==> config.mk <==
export PLATFORM = sky130hd
export DESIGN_NAME = adc_regbus
export DESIGN_NICKNAME = d
export VERILOG_FILES = /design/src/rtl/adc_regbus_pkg.sv /design/src/rtl/adc_result_bank.sv /design/src/rtl/adc_ctrl_reg.sv /design/src/rtl/adc_trig_detect.sv /design/src/rtl/adc_regbus.sv
export SDC_FILE = /design/constraint.sdc
export NUM_CORES = 1
export LEC_CHECK = 0
export BUFFER_PORTS_ARGS = -buffer_cell sky130_fd_sc_hd__buf_2
export CORE_MARGIN = 1.5
export CORE_UTILIZATION = 57
export CTS_CLUSTER_DIAMETER = 30
export DETAILED_ROUTE_END_ITERATION = 12
export PLACE_DENSITY = 0.77
export SETUP_SLACK_MARGIN = 0.1
export SYNTH_ARGS = -nofsm -noshare
export SYNTH_HDL_FRONTEND = slang
export SYNTH_SLANG_ARGS = --single-unit
==> constraint.sdc <==
create_clock -name clk -period 1.7 [get_ports clk]
set_input_delay 0.34 -clock clk [delete_from_list [all_inputs] [get_ports clk]]
set_output_delay 0.34 -clock clk [all_outputs]
set_load 0.01 [all_outputs]
==> src/rtl/adc_regbus_pkg.sv <==
package adc_regbus_pkg;
  localparam int BUS_W = 8;
  localparam logic [4:0] CTRL_FIXED = 5'b00111;
  localparam logic [1:0] MODE_FALL  = 2'b11;

  function automatic logic [BUS_W-1:0] ctrl_image(input logic [1:0] mode, input logic scan);
    return {mode, scan, CTRL_FIXED};
  endfunction

  function automatic logic trig_armed(input logic [1:0] mode);
    return mode == MODE_FALL;
  endfunction
endpackage

==> src/rtl/adc_result_bank.sv <==
module adc_result_bank #(
  parameter int NUM_CH = 4,
  parameter int RES_W  = 16,
  parameter int BUS_W  = 8,
  parameter int CH_W   = 2
) (
  input  logic                           clk,
  input  logic                           rst_n,
  input  logic [NUM_CH-1:0]              ld_strobe,
  input  logic [RES_W-1:0]               ld_data,
  input  logic                           hi_rd,
  input  logic [CH_W-1:0]                rd_ch,
  output logic [NUM_CH-1:0][RES_W-1:0]   res_q,
  output logic [BUS_W-1:0]               temp_q
);
  for (genvar ch = 0; ch < NUM_CH; ch++) begin : g_res
    always_ff @(posedge clk or negedge rst_n) begin
      if (!rst_n)             res_q[ch] <= '0;
      else if (ld_strobe[ch]) res_q[ch] <= ld_data;
    end
  end

  always_ff @(posedge clk or negedge rst_n) begin
    if (!rst_n)     temp_q <= '0;
    else if (hi_rd) temp_q <= res_q[rd_ch][BUS_W-1:0];
  end
endmodule

==> src/rtl/adc_ctrl_reg.sv <==
module adc_ctrl_reg (
  input  logic       clk,
  input  logic       rst_n,
  input  logic       standby,
  input  logic       wr_en,
  input  logic [2:0] wbits,
  output logic [1:0] mode,
  output logic       scan
);
  always_ff @(posedge clk or negedge rst_n) begin
    if (!rst_n) begin
      mode <= 2'b00;
      scan <= 1'b0;
    end else if (standby) begin
      mode <= 2'b00;
      scan <= 1'b0;
    end else if (wr_en) begin
      mode <= wbits[2:1];
      scan <= wbits[0];
    end
  end
endmodule

==> src/rtl/adc_trig_detect.sv <==
module adc_trig_detect #(
  parameter int SYNC_STAGES = 2
) (
  input  logic clk,
  input  logic rst_n,
  input  logic pin_n,
  input  logic armed,
  output logic fall,
  output logic start
);
  logic [SYNC_STAGES-1:0] sync_q;
  logic                   prev_q;

  for (genvar s = 0; s < SYNC_STAGES; s++) begin : g_sync
    if (s == 0) begin : g_first
      always_ff @(posedge clk or negedge rst_n) begin
        if (!rst_n) sync_q[0] <= 1'b1;
        else        sync_q[0] <= pin_n;
      end
    end else begin : g_next
      always_ff @(posedge clk or negedge rst_n) begin
        if (!rst_n) sync_q[s] <= 1'b1;
        else        sync_q[s] <= sync_q[s-1];
      end
    end
  end

  always_ff @(posedge clk or negedge rst_n) begin
    if (!rst_n) prev_q <= 1'b1;
    else        prev_q <= sync_q[SYNC_STAGES-1];
  end

  assign fall  = prev_q & ~sync_q[SYNC_STAGES-1];
  assign start = fall & armed;
endmodule

==> src/rtl/adc_regbus.sv <==
module adc_regbus
  import adc_regbus_pkg::*;
#(
  parameter int NUM_CH      = 4,
  parameter int RES_W       = 16,
  parameter int ADDR_W      = 4,
  parameter int SYNC_STAGES = 2
) (
  input  logic                  clk,
  input  logic                  rst_n,
  input  logic                  standby,
  input  logic                  bus_rd,
  input  logic                  bus_wr,
  input  logic [ADDR_W-1:0]     bus_addr,
  input  logic [BUS_W-1:0]      bus_wdata,
  output logic [BUS_W-1:0]      bus_rdata,
  input  logic [NUM_CH-1:0]     ld_strobe,
  input  logic [RES_W-1:0]      ld_data,
  input  logic                  trig_pin_n,
  output logic                  conv_start,
  output logic [1:0]            trig_mode,
  output logic                  scan_sel
);
  localparam int CH_W = (NUM_CH > 1) ? $clog2(NUM_CH) : 1;
  localparam logic [ADDR_W-1:0] CTRL_ADDR = ADDR_W'(2 * NUM_CH);

  logic                         in_results;
  logic                         hi_rd;
  logic                         ctrl_wr;
  logic [CH_W-1:0]              rd_ch;
  logic [NUM_CH-1:0][RES_W-1:0] res_q;
  logic [BUS_W-1:0]             temp_q;
  logic [BUS_W-1:0]             sel_low;
  logic [BUS_W-1:0]             rd_next;
  logic                         trig_fall;
  logic [4:0]                   unused_wbits;

  assign in_results   = bus_addr < CTRL_ADDR;
  assign rd_ch        = bus_addr[CH_W:1];
  assign hi_rd        = bus_rd & in_results & ~bus_addr[0];
  assign ctrl_wr      = bus_wr & (bus_addr == CTRL_ADDR);
  assign sel_low      = res_q[rd_ch][BUS_W-1:0];
  assign unused_wbits = bus_wdata[4:0];

  adc_result_bank #(.NUM_CH(NUM_CH), .RES_W(RES_W), .BUS_W(BUS_W), .CH_W(CH_W)) u_bank (
    .clk(clk), .rst_n(rst_n), .ld_strobe(ld_strobe), .ld_data(ld_data),
    .hi_rd(hi_rd), .rd_ch(rd_ch), .res_q(res_q), .temp_q(temp_q)
  );

  adc_ctrl_reg u_ctrl (
    .clk(clk), .rst_n(rst_n), .standby(standby), .wr_en(ctrl_wr),
    .wbits(bus_wdata[7:5]), .mode(trig_mode), .scan(scan_sel)
  );

  adc_trig_detect #(.SYNC_STAGES(SYNC_STAGES)) u_trig (
    .clk(clk), .rst_n(rst_n), .pin_n(trig_pin_n), .armed(trig_armed(trig_mode)),
    .fall(trig_fall), .start(conv_start)
  );

  always_comb begin
    rd_next = '0;
    if (in_results) begin
      if (bus_addr[0]) rd_next = temp_q;
      else             rd_next = res_q[rd_ch][RES_W-1:BUS_W];
    end else if (bus_addr == CTRL_ADDR) begin
      rd_next = ctrl_image(trig_mode, scan_sel);
    end
  end

  always_ff @(posedge clk or negedge rst_n) begin
    if (!rst_n)      bus_rdata <= '0;
    else if (bus_rd) bus_rdata <= rd_next;
  end
endmodule

==> flow_summary.json <==
{
  "drcViolationCount": 0,
  "vdd_drop_max_mv": 0.677,
  "ys_seq_area_share_pct": 57.7,
  "max_cap_viol_count": 0,
  "overflow": 0,
  "timing.hold.worst.start": "trig_pin_n",
  "setup_viol": 0,
  "antenna_left": 0,
  "max_stage_delay_ns": 0.53,
  "dp_hpwl_mm": 4.78,
  "cp_max_fo": 2,
  "ios": 50,
  "reg2reg_from": "u_bank.res_q[14]",
  "path_delay_family": "flip-flops",
  "synth_edf_count": 0,
  "clock-sinks": 86,
  "fin_nets": 332,
  "place.gp.congestion": 0.860,
  "antenna_found_initial": 0,
  "yosysTopAreaCell": "dfrtp_1",
  "dr_total_vias": 2214,
  "synth_area_leaders": "dfrtp_1, mux2_2, mux4_2",
  "relSlewSlack_pct": 63.9,
  "stdcell_count": 376,
  "finalCritPeriodShare_pct": 90.1,
  "placed_cells": 359,
  "start_kind": "flip-flop",
  "synth_top_cell_area_share_pct": 55.6,
  "drt-pass1-iter-count": 4,
  "whs_path_depth": 1,
  "clkLatencyLatePin_ns": 0.35,
  "cp.arrival_ns": 1.19,
  "r2r-end": "bus_rdata[6]",
  "die_y_um": 84.0,
  "dieWidth_um": 84.0,
  "synth_most_common_cell": "dfrtp_1",
  "drtIter0Drc": 109,
  "totalNegativeSetupSlack_ns": 0,
  "rrSetupSlack_ns": 0.42,
  "grt_pass1_wl_mm": 12.2,
  "crit_path_cell_trace": "and4b_1, buf_2",
  "clock_path_buffers": 2,
  "ys_ff_latch": 86,
  "core_area_mm2": 0.00635,
  "h-tree-depth": 3,
  "cts_made_buffers": 9,
  "synth_ff_type": "dfrtp_1",
  "min_to": "u_trig.sync_q[0]",
  "die_area_mm2": 0.00705,
  "io_buffer_count": 44,
  "rsz0062_at_grt": "false",
  "viasPerCell": 5.89,
  "hp-class": "in -> reg",
  "grt_pass1_vias": 2398,
  "rows": 29,
  "slew_violations": 0,
  "power_mw": 4.55,
  "netlist-cell-type-count": 24,
  "crit_type": "reg -> out",
  "hold_ws_ns": 0.0787,
  "worst-path-buf-inv": 1,
  "clk_pin_slew_ns": 0.08,
  "fin_crit_ns": 1.53,
  "n_antenna_cell": 0,
  "fmax_ghz": 0.653,
  "postSynthAreaPerCell_um2": 15.3,
  "drive_gt1_share_pct": 52.5,
  "wire_per_inst_um": 18.9,
  "skew_ns": 0.00769,
  "r2r_cells": 3,
  "cts-root-buf": "clkbuf_8",
  "ys_async_sr_fraction_pct": 100,
  "endpoint_kind": "primary output",
  "p_leak_nw": 1.86,
  "final_util_pct": 67.7,
  "slowest_stage": "dfstp_2",
  "track_usage_pct": 22.6,
  "postCtsSetupBuffers": 0,
  "syn_inst": 245,
  "worstMarginPinSlew_ns": 0.541,
  "syn_nets": 283,
  "finalHoldViolations": 0,
  "status": "finished clean",
  "syn_area_mm2": 0.00374,
  "grt_max_degree": 41,
  "initial_utilization_pct": 58.9,
  "synth_warnings": 0,
  "cp.required_ns": 1.36,
  "routed_wl_mm": 7.12,
  "p_per_area_mw_per_mm2": 1060,
  "yosys-top-cells-count": "dfrtp_1, mux2_2, nand3_1",
  "areaGrowthSynthToFinish_pct": 14.9,
  "cts_tree": "done"
}
worst register-to-register path, delay by kind of cell (launching register included):
kind	cells	cell delay (ns)
and+or+nand+nor	1	0.13
DFF	1	0.37
AOI/OAI and AO/OA	2	0.64
what timing repair did:
| action | 4_1_cts | 5_1_grt |
|---|---|---|
| resized for setup | 0 | 1 |
| endpoints found under the setup margin | 0 | 1 |
| endpoints found under the hold margin | 34 | 0 |
| hold buffers | 1 | 0 |
per-stage QoR:
stage / worst slack (ns) / area, um2
global placement: -0.0848 / 4080
finish: 0.169 / 4300
floorplan: 0.267 / 3740
CTS: 0.148 / 4290
global route: 0.133 / 4300
detailed placement: -0.0927 / 4080
metal layers:
layer	vias to the layer above	routed length (um)	track usage, %
li1	1006	-	-
met1	1148	3430	32.1
met2	49	3340	35.2
met3	11	232	3.36
met4	0	123	9.84
met5	-	0	0
where the power goes:
part,total [mW],internal [mW],switching (mW)
logic,0.622,0.355,0.266
registers,2.41,2.29,0.129
clock network,1.52,0.828,0.689
total,4.55,3.47,1.08
final cells by class:
type / instances / area, um2
clock buffer: 12 / 135
timing repair buffer: 53 / 333
clock inverter: 4 / 72.6
sequential: 86 / 2160
inverter: 7 / 26.3
multi-input combinational: 137 / 1480
tap: 77 / 96.3
fill: 457 / 2050
registers in the layout (all words and copies together), names as in the netlist:
register / count
u_bank.res_q: 64
u_ctrl.mode: 2
u_bank.temp_q: 8
bus_rdata: 8
u_trig.sync_q: 2
u_ctrl.scan: 1
u_trig.prev_q: 1
cells by family (layout without fill, tap and decap cells):
group,count (synthesis),in the layout,synth area share (%)
flops,86,86,57.7
mux,88,88,30.9
buf+inv,22,76,2.81
simple gates,33,33,5.52
compound gates,16,16,3.08
worst max path at each step:
| stage | from | endpoint | slack [ns] | depth (start not counted) |
|---|---|---|---|---|
| 2_1_floorplan | bus_addr[2] | u_bank.temp_q[5] | 0.27 | 4 |
| 3_3_place_gp | bus_addr[1] | bus_rdata[7] | -0.08 | 5 |
| 3_5_place_dp | bus_addr[1] | bus_rdata[7] | -0.09 | 5 |
| 4_1_cts | u_trig.sync_q[1] | conv_start | 0.15 | 2 |
| 5_1_grt | u_trig.sync_q[1] | conv_start | 0.13 | 2 |
| 6_report | u_trig.sync_q[1] | conv_start | 0.17 | 2 |
placed cells by master (no fill, tap or decap), types with 4 or more instances in the layout:
master    count
nand2_1       7
inv_1         7
mux4_2       12
o221ai_1      4
nand3_1      14
dfrtp_1      83
mux2_2       74
clkbuf_8      9
buf_2        42
buf_4         6
nor2b_1       5
Power figures use the tool's default switching activity.
